$ cat src/rtl/mtp_prog_pkg.sv
package mtp_prog_pkg;

  typedef enum logic [3:0] {
    S_IDLE,
    S_ID_SET,
    S_ID_CHK,
    S_ER_SETUP,
    S_ER_PULSE,
    S_ER_HOLD,
    S_BLK_SET,
    S_BLK_CHK,
    S_PG_FETCH,
    S_PG_SETUP,
    S_PG_PULSE,
    S_PG_HOLD,
    S_VR_SET,
    S_VR_CHK
  } seq_state_t;

  typedef struct packed {
    logic ce_n;
    logic oe_n;
    logic we_n;
    logic hv_oe;
    logic hv_a9;
  } pin_ctl_t;

  // Pin levels the array sees in each phase of the run
  function automatic pin_ctl_t ctl_for(seq_state_t s);
    pin_ctl_t c;
    c = '{ce_n: 1'b1, oe_n: 1'b1, we_n: 1'b1, hv_oe: 1'b0, hv_a9: 1'b0};
    case (s)
      S_ID_SET, S_ID_CHK: begin
        c.ce_n  = 1'b0;
        c.oe_n  = 1'b0;
        c.hv_a9 = 1'b1;
      end
      S_ER_SETUP, S_ER_HOLD: begin
        c.ce_n  = 1'b0;
        c.hv_oe = 1'b1;
        c.hv_a9 = 1'b1;
      end
      S_ER_PULSE: begin
        c.ce_n  = 1'b0;
        c.we_n  = 1'b0;
        c.hv_oe = 1'b1;
        c.hv_a9 = 1'b1;
      end
      S_BLK_SET, S_BLK_CHK, S_VR_SET, S_VR_CHK: begin
        c.ce_n = 1'b0;
        c.oe_n = 1'b0;
      end
      S_PG_SETUP, S_PG_HOLD: begin
        c.ce_n  = 1'b0;
        c.hv_oe = 1'b1;
      end
      S_PG_PULSE: begin
        c.ce_n  = 1'b0;
        c.we_n  = 1'b0;
        c.hv_oe = 1'b1;
      end
      default: ;
    endcase
    return c;
  endfunction

endpackage

$ cat src/rtl/mtp_pulse_timer.sv
module mtp_pulse_timer #(
  parameter int CW = 8
) (
  input  logic          clk,
  input  logic          rst,
  input  logic          load,
  input  logic [CW-1:0] load_val,
  output logic          expired
);
  logic [CW-1:0] cnt;

  always_ff @(posedge clk) begin
    if (rst)
      cnt <= '0;
    else if (load)
      cnt <= load_val;
    else if (cnt != '0)
      cnt <= cnt - 1'b1;
  end

  assign expired = (cnt == '0);
endmodule

$ cat src/rtl/mtp_addr_walker.sv
module mtp_addr_walker #(
  parameter int DEPTH = 64,
  localparam int AW = (DEPTH > 2) ? $clog2(DEPTH) : 1
) (
  input  logic          clk,
  input  logic          rst,
  input  logic          clr,
  input  logic          inc,
  output logic [AW-1:0] addr,
  output logic          last
);
  localparam logic [AW-1:0] LAST_A = AW'(DEPTH - 1);

  always_ff @(posedge clk) begin
    if (rst || clr)
      addr <= '0;
    else if (inc)
      addr <= addr + 1'b1;
  end

  assign last = (addr == LAST_A);
endmodule

$ cat src/rtl/mtp_prog_seq.sv
module mtp_prog_seq
  import mtp_prog_pkg::*;
#(
  parameter int          DEPTH     = 64,
  parameter int          ERASE_CYC = 40,
  parameter int          PROG_CYC  = 6,
  parameter logic [7:0]  MFR_ID    = 8'hBF,
  parameter logic [7:0]  DEV_ID    = 8'hC5,
  localparam int         AW        = (DEPTH > 2) ? $clog2(DEPTH) : 1,
  localparam int         MAXP      = (ERASE_CYC > PROG_CYC) ? ERASE_CYC : PROG_CYC,
  localparam int         CW        = $clog2(MAXP + 1)
) (
  input  logic          clk,
  input  logic          rst,
  input  logic          start,
  output logic [AW-1:0] src_addr,
  input  logic [7:0]    src_data,
  output logic          mem_ce_n,
  output logic          mem_oe_n,
  output logic          mem_we_n,
  output logic          mem_hv_oe,
  output logic          mem_hv_a9,
  output logic [AW-1:0] mem_addr,
  output logic [7:0]    mem_dout,
  input  logic [7:0]    mem_din,
  output logic          busy,
  output logic          done,
  output logic          pass,
  output logic          fail,
  output logic [AW-1:0] fail_addr
);

  seq_state_t    state, nxt;
  pin_ctl_t      ctl_q;
  logic [7:0]    wdata_q;
  logic          busy_q, done_q, pass_q, fail_q;
  logic [AW-1:0] fail_addr_q;

  logic          a_clr, a_inc, a_last;
  logic [AW-1:0] addr;
  logic          t_load, t_exp;
  logic [CW-1:0] t_val;
  logic          fin_pass, fin_fail;
  logic [7:0]    id_exp;

  mtp_addr_walker #(.DEPTH(DEPTH)) u_walk (
    .clk(clk), .rst(rst), .clr(a_clr), .inc(a_inc), .addr(addr), .last(a_last)
  );

  mtp_pulse_timer #(.CW(CW)) u_tmr (
    .clk(clk), .rst(rst), .load(t_load), .load_val(t_val), .expired(t_exp)
  );

  assign id_exp = addr[0] ? DEV_ID : MFR_ID;
  assign t_load = (state == S_ER_SETUP) || (state == S_PG_SETUP);
  assign t_val  = (state == S_ER_SETUP) ? CW'(ERASE_CYC - 1) : CW'(PROG_CYC - 1);

  always_comb begin
    nxt      = state;
    a_clr    = 1'b0;
    a_inc    = 1'b0;
    fin_pass = 1'b0;
    fin_fail = 1'b0;
    case (state)
      S_IDLE: if (start) begin
        nxt   = S_ID_SET;
        a_clr = 1'b1;
      end
      S_ID_SET: nxt = S_ID_CHK;
      S_ID_CHK: begin
        if (mem_din != id_exp) begin
          nxt      = S_IDLE;
          fin_fail = 1'b1;
        end else if (addr[0]) begin
          nxt = S_ER_SETUP;
        end else begin
          nxt   = S_ID_SET;
          a_inc = 1'b1;
        end
      end
      S_ER_SETUP: nxt = S_ER_PULSE;
      S_ER_PULSE: if (t_exp) nxt = S_ER_HOLD;
      S_ER_HOLD: begin
        nxt   = S_BLK_SET;
        a_clr = 1'b1;
      end
      S_BLK_SET: nxt = S_BLK_CHK;
      S_BLK_CHK: begin
        if (mem_din != 8'hFF) begin
          nxt      = S_IDLE;
          fin_fail = 1'b1;
        end else if (a_last) begin
          nxt   = S_PG_FETCH;
          a_clr = 1'b1;
        end else begin
          nxt   = S_BLK_SET;
          a_inc = 1'b1;
        end
      end
      S_PG_FETCH: nxt = S_PG_SETUP;
      S_PG_SETUP: nxt = S_PG_PULSE;
      S_PG_PULSE: if (t_exp) nxt = S_PG_HOLD;
      S_PG_HOLD:  nxt = S_VR_SET;
      S_VR_SET:   nxt = S_VR_CHK;
      S_VR_CHK: begin
        if (mem_din != wdata_q) begin
          nxt      = S_IDLE;
          fin_fail = 1'b1;
        end else if (a_last) begin
          nxt      = S_IDLE;
          fin_pass = 1'b1;
        end else begin
          nxt   = S_PG_FETCH;
          a_inc = 1'b1;
        end
      end
      default: nxt = S_IDLE;
    endcase
  end

  always_ff @(posedge clk) begin
    if (rst) begin
      state       <= S_IDLE;
      ctl_q       <= ctl_for(S_IDLE);
      wdata_q     <= '0;
      busy_q      <= 1'b0;
      done_q      <= 1'b0;
      pass_q      <= 1'b0;
      fail_q      <= 1'b0;
      fail_addr_q <= '0;
    end else begin
      state  <= nxt;
      ctl_q  <= ctl_for(nxt);
      busy_q <= (nxt != S_IDLE);
      if (state == S_PG_FETCH)
        wdata_q <= src_data;
      if (state == S_IDLE && start) begin
        done_q      <= 1'b0;
        pass_q      <= 1'b0;
        fail_q      <= 1'b0;
        fail_addr_q <= '0;
      end else if (fin_pass || fin_fail) begin
        done_q <= 1'b1;
        pass_q <= fin_pass;
        fail_q <= fin_fail;
        if (fin_fail)
          fail_addr_q <= addr;
      end
    end
  end

  assign src_addr  = addr;
  assign mem_addr  = addr;
  assign mem_dout  = wdata_q;
  assign mem_ce_n  = ctl_q.ce_n;
  assign mem_oe_n  = ctl_q.oe_n;
  assign mem_we_n  = ctl_q.we_n;
  assign mem_hv_oe = ctl_q.hv_oe;
  assign mem_hv_a9 = ctl_q.hv_a9;
  assign busy      = busy_q;
  assign done      = done_q;
  assign pass      = pass_q;
  assign fail      = fail_q;
  assign fail_addr = fail_addr_q;


  hv_pulse_stable_chk: assert property (@(posedge clk) disable iff (rst)
    !mem_we_n |-> $stable({mem_hv_oe, mem_hv_a9}));


  hv_hold_gap_chk: assert property (@(posedge clk) disable iff (rst)
    $rose(mem_we_n) |-> $stable({mem_hv_oe, mem_hv_a9}));


  oe_conflict_chk: assert property (@(posedge clk) disable iff (rst)
    mem_hv_oe |-> mem_oe_n);


  we_needs_ce_chk: assert property (@(posedge clk) disable iff (rst)
    !mem_we_n |-> (!mem_ce_n && mem_hv_oe));


  id_read_chk: assert property (@(posedge clk) disable iff (rst)
    (mem_hv_a9 && !mem_hv_oe) |-> (!mem_ce_n && !mem_oe_n && mem_we_n));


  done_result_chk: assert property (@(posedge clk) disable iff (rst)
    done |-> (!busy && (pass ^ fail)));


  idle_result_chk: assert property (@(posedge clk) disable iff (rst)
    !done |-> (!pass && !fail));


  busy_start_chk: assert property (@(posedge clk) disable iff (rst)
    (busy && start) |=> !done || $past(nxt == S_IDLE));

endmodule

$ cat config.mk
export PLATFORM = sky130hd
export DESIGN_NAME = mtp_prog_seq
export DESIGN_NICKNAME = d
export VERILOG_FILES = /design/src/rtl/mtp_prog_pkg.sv /design/src/rtl/mtp_pulse_timer.sv /design/src/rtl/mtp_addr_walker.sv /design/src/rtl/mtp_prog_seq.sv
export SDC_FILE = /design/constraint.sdc
export NUM_CORES = 1
export LEC_CHECK = 0
export ABC_AREA = 1
export BUFFER_PORTS_ARGS = -buffer_cell sky130_fd_sc_hd__buf_2
export CAP_MARGIN = 25
export CORE_ASPECT_RATIO = 1.5
export CORE_UTILIZATION = 45
export CTS_CLUSTER_DIAMETER = 50
export DETAILED_ROUTE_END_ITERATION = 10
export PLACE_DENSITY = 0.69
export SLEW_MARGIN = 0
export SYNTH_ARGS = -nofsm -noshare
export SYNTH_HDL_FRONTEND = slang
export SYNTH_HIERARCHICAL = 1
export SYNTH_SLANG_ARGS = --single-unit
export TNS_END_PERCENT = 30
$ cat constraint.sdc
create_clock -name clk -period 3.3 [get_ports clk]
set_clock_uncertainty 0.15 [all_clocks]
set_input_delay 0.33 -clock clk [delete_from_list [all_inputs] [get_ports clk]]
set_output_delay 0.33 -clock clk [all_outputs]
set_load 0.02 [all_outputs]
# After elaboration in Yosys (flattened, before gate mapping)
# Cells that the tools add are included.
[totals]
reg_bits = 39
elab_cells = 96
output_inout_bits = 35
[op_classes]
addsub = 2
n_reduce_logical = 16
mux = 35
eq_ne = 29
[ops]
columns = ["op", "n"]
rows = [
  ["$pmux 4 s14", 1],
  ["$eq 4x4->1 const B", 11],
  ["$eq 4x3->1 const B", 8],
  ["$mux 4", 7],
  ["$mux 1", 18],
  ["$mux 6", 3],
  ["$eq 4x2->1 const B", 4],
  ["$ne 8x8->1", 2],
  ["$reduce_or 12->1", 1],
  ["$reduce_or 6->1", 2],
  ["$pmux 1 s3", 3],
  ["$eq 4x1->1 const B", 2],
  ["$ne 8x8->1 const B", 1],
  ["$mux 7", 1],
  ["$add 6x1->6 const B", 1],
  ["$eq 6x6->1 const B", 1],
  ["$logic_not 6->1", 1],
  ["$reduce_bool 6->1", 1],
  ["$sub 6x1->6 const B", 1],
  ["$reduce_or 5->1", 1],
  ["$logic_not 4->1", 1],
  ["$mux 2", 2],
  ["$reduce_bool 4->1", 1],
  ["$reduce_or 2->1", 2],
  ["other kinds (4)", 6],
]

# Longest topological paths before layout
[logic_depth]
depth_word = 7
mapped_depth = 15
mapped_depth_nobuf = 15

# Cells and area by module
# Netlist, hierarchy kept.
[by_module_without_submodules]
columns = ["mod", "area_each_um2", "cells_each", "n_inst"]
rows = [
  ["mtp_prog_seq", 1559.0, 246, 1],
  ["mtp_pulse_timer", 402.9, 61, 1],
  ["mtp_addr_walker", 267.8, 37, 1],
]

# Worst setup path after synthesis
# Ideal clock, no wire load.
[synth_path]
kind = "reg2reg"
start = "register u_walk.addr[0]"
end = "register ctl_q, in the netlist mem_ce_n"
n_path_buf = 0
synth_period_minus_slack_ns = 2.184
arrival_time_ns = 1.910
t_required_ns = 3.027
setup_ns = 0.123
path_stages_with_launch = 15
path_slack_ns = 1.116
path_cell_list = "dfxtp_1 -> ha_1 -> nand3_1 -> nor2_1 -> inv_1 -> nand3_2 -> nor2_4 -> nor3_4 -> nand2_2 -> nor2_2 -> nand2_2 -> nand2_2 -> nor2_2 -> nand3_1 -> nand2_1"
[synth_between]
elab_chain_cells = 7
elab_cells_between_ends = 24
cone_classes = "eq/ne (14); mux (9); reduce/logical (1)"
[synth_rtl]
columns = ["item", "line_no", "source"]
rows = [
  ["from (decl)", "mtp_addr_walker.sv:9", "output logic [AW-1:0] addr,"],
  ["from (signal assigned)", "mtp_addr_walker.sv:18", "addr <= addr + 1'b1;"],
  ["$eq 6x6->1 (*)", "mtp_addr_walker.sv:21", "assign last = (addr == LAST_A);"],
  ["named net a_last", "mtp_prog_seq.sv:39", "logic a_clr, a_inc, a_last;"],
  ["$mux 4, on equally long branches", "mtp_prog_seq.sv:92, mtp_prog_seq.sv:109", ""],
  ["$mux 4, on equally long branches", "mtp_prog_seq.sv:89, mtp_prog_seq.sv:106", ""],
  ["$pmux 4 s14 (*)", "mtp_prog_seq.sv:64", "case (state)"],
  ["$eq 4x4->1, or another cell as far along", "mtp_prog_pkg.sv:32", "case (s)"],
  ["$reduce_or 12->1 (no source line) (*)", "-", ""],
  ["$mux 1 (*)", "mtp_prog_pkg.sv:32", ""],
  ["to (signal assigned)", "mtp_prog_seq.sv:124", "ctl_q <= ctl_for(S_IDLE);"],
  ["to (signal assigned)", "mtp_prog_seq.sv:133", "ctl_q <= ctl_for(nxt);"],
  ["to (decl)", "mtp_prog_seq.sv:34", "pin_ctl_t ctl_q;"],
]
# The timed path passes the listed nets; every way through them passes the cells marked *.
# A chain may end at the register's enable or synchronous reset.

# Worst setup path after layout
# Ends and elaborated chain as after synthesis.

==> metrics.md <==
| Metric | Value |
|---|---|
| PortBufs | `53` |
| Ys flop type | `dfxtp_1` |
| Post-cts hold buffer count | `0` |
| Setup crit end kind | `register` |
| Final HPWL DP | `3.711 mm` |
| Clock Path Buffers | `2` |
| ANT cells | `0` |
| NumNets Final | `420` |
| Antenna Nets Post-Route | `0` |
| Die H | `88.21 um` |
| Area Growth Syn to Fin | `19.53%` |
| Most frequent cells after synthesis | `nand2_1 (101), inv_1 (46), dfxtp_1 (39)` |
| Crit Reg-Reg Endpoint | `mem_ce_n` |
| Clock slew at reported path FFs | `0.08 ns` |
| Critical path class | `register to register` |
| Cell taking the most area after synthesis | `dfxtp_1` |
| Leak | `1.293 nW` |
| IO Count | `54` |
| P per Cell Area | `503.5 nW/um^2` |
| Setup slack, reg-to-reg | `1.03 ns` |
| CTS tree | `done` |
| DRC violations left | `0` |
| Die ar. | `5246 sq um` |
| Vias per cell | `4.748` |
| Final setup fails | `0` |
| Total gr overflow | `0` |
| Netlist cell types | `30` |
| CP required | `3.33 ns` |
| Starting Density | `46.36%` |
| Drt initial violations | `76` |
| FILL cells | `526` |
| GRT Util Overall | `19.24%` |
| Final hold violations | `0` |
| # Post-CTS Setup Buffers | `0` |
| WHS | `0.1638 ns` |
| H-tree Lvls | `2` |
| Clk_lat worst skew | `0.29 ns` |
| Vias in the first global route | `1928` |
| Total Neg Setup Slack | `0 ns` |
| Routed WL | `4.704 mm` |
| Final Max Tran Viols | `0` |
| # clock sinks | `39` |
| Maximum vdd ir drop | `0.2324 mV` |
| Seq cells post-synth | `39` |
| Synth Instances | `344` |
| First-pass GRT wire length | `7.645 mm` |
| Max Clk Rate | `440.5 MHz` |
| Seq/Total Area, Yosys | `35.02%` |
| Synth async-reset ratio | `0%` |
| Root Driver | `clkbuf_8` |
| Row count | `31` |
| Hold_sp | `src_data[5]` |
| Post-synth EDFFs | `0` |
| Cts bufs inserted | `5` |
| Top cells by area, synth | `dfxtp_1 (35%), nand2_1 (17%), inv_1 (7.7%)` |
| Critical Path Start Type | `register` |
| Routed vias | `2208` |
| PostCTS Resize Cnt | `0` |
| Synth warn | `6` |
| Initial antenna violation count | `0` |
| Count leader, synth | `nand2_1` |
| Status | `completed` |
| Drt first pass iters | `4` |
| Avg WL per Cell | `10.12 um` |
| Yosys top cell area share | `35.02%` |
| Hold Crit Class | `input pin to register` |
| Hold path cells | `3` |
| Reg2reg path depth | `14` |
| Max cap viols | `0` |
| Core ar. | `4810 sq um` |
| Post-route clock period utilization | `68.80%` |
| Post-Syn Area per Cell | `6.482 sq um` |
| Post-route minimum period | `2.270 ns` |
| RSZ-0062 raised after global routing | `no` |
| Max FO, Critical Path | `11` |
| Placer Congestion | `0.9502` |
| R2r startpoint | `u_walk/addr[0]` |
| Post-Syn Area | `2230 sq um` |
| Hold EP | `mem_dout[5]` |
| Largest net degree at the start of global routing | `18` |
| Worst Path Arrival | `2.30 ns` |
| Share of layout cells above drive strength 1 | `24.06%` |
| Die W | `59.48 um` |
[how the worst max path moves through the flow]
stage	from	endpoint	slack [ns]
detailed placement	u_walk/addr[0]	mem_ce_n	1.02
floorplan	u_walk/addr[0]	mem_ce_n	1.12
global route	u_walk/addr[0]	mem_ce_n	0.79
global placement	u_walk/addr[0]	mem_ce_n	1.12
finish	u_walk/addr[0]	mem_ce_n	1.03
CTS	u_walk/addr[0]	mem_ce_n	1.01
[metal layers]
layer | vias to the layer above | share of wire, % | GRT usage, %
li1 | 1170 | - | -
met1 | 971 | 39 | 18.68
met2 | 58 | 54 | 36.77
met3 | 9 | 3.9 | 3.947
met4 | 0 | 2.3 | 10.17
met5 | - | 0 | 0
[cells in the final DEF (no fill, tap or decap)]
cell type   instances
xor2_1              1
o21ai_0            17
nor2_2             10
buf_4               1
nand2_2             7
a21oi_2             1
bufinv_16           2
ha_1                3
a31oi_1             1
o211ai_1            2
clkbuf_8            5
buf_2              53
dfxtp_1            39
inv_1              46
clkinv_1            1
o221ai_1            1
conb_1              4
nand2_1           101
nor3_2              1
nor2_1             37
nor2_4              3
inv_2               5
a21oi_1            33
o31ai_1             1
nor3_1              1
a21boi_2            1
nand3_1            15
clkinvlp_4          1
nor3_4              1
nand3_2             3
nand4_4             1
nand4_2             1
[where the power goes]
part	total [mW]	internal (mW)	leakage (nW)	switching, mW
clock	0.480	0.302	0.0644	0.178
sequential	0.530	0.505	0.317	0.0255
combinational	0.332	0.129	0.912	0.203
[kinds of logic (layout without fill, tap and decap cells)]
logic type | after synthesis | after routing | share of synthesized area, %
flops | 39 | 39 | 35.02
fa+ha+maj | 3 | 3 | 1.684
buf+inv | 61 | 114 | 11.62
compound gates | 57 | 57 | 13.80
xor+xnor | 1 | 1 | 0.3929
other cells | 2 | 4 | 0.3368
simple gates | 181 | 181 | 37.15
[critical path, stage by stage (launching register included)]
cell     delay [ns]
dfxtp_1        0.55
ha_1           0.23
nand3_1        0.08
nor2_1         0.17
inv_1          0.11
nand3_2        0.10
nor2_4         0.05
nor3_4         0.17
nand2_2        0.09
nor2_2         0.12
nand2_2        0.08
nand2_2        0.08
nor2_2         0.05
nand3_1        0.07
nand2_1        0.05
[registers in the layout, summed over array words and instances, names as in the netlist]
| signal | cells |
|---|---|
| mem_hv_oe | 1 |
| done | 1 |
| pass | 1 |
| fail | 1 |
| state | 4 |
| mem_we_n | 1 |
| mem_oe_n | 1 |
| mem_dout | 8 |
| u_walk/addr | 6 |
| busy | 1 |
| fail_addr | 6 |
| mem_hv_a9 | 1 |
| mem_ce_n | 1 |
| u_tmr/cnt | 6 |
[per-stage QoR]
step                cell area (sq um)  instances  utilization, %  setup slack, ns  power, mW
floorplan                        2237        346               -            1.116     0.8039
global placement                 2529        457           52.58            1.122     0.8698
detailed placement               2529        457           52.58            1.023     0.8761
CTS                              2665        465           55.41            1.005      1.358
global route                     2665        465           55.41           0.7915      1.422
finish                           2665        465           55.41            1.030      1.342
[cell type report]
class	count	area, sq um	area share, %
Inverter	52	195.2	7.324
Clock buffer	5	68.82	2.582
Timing Repair Buffer	54	272.8	10.23
Tap cell	66	82.58	3.099
Sequential cell	39	780.7	29.30
Multi-Input combinational cell	246	1197	44.93
Clock inverter	3	67.56	2.535
Power figures use the tool's default switching activity.
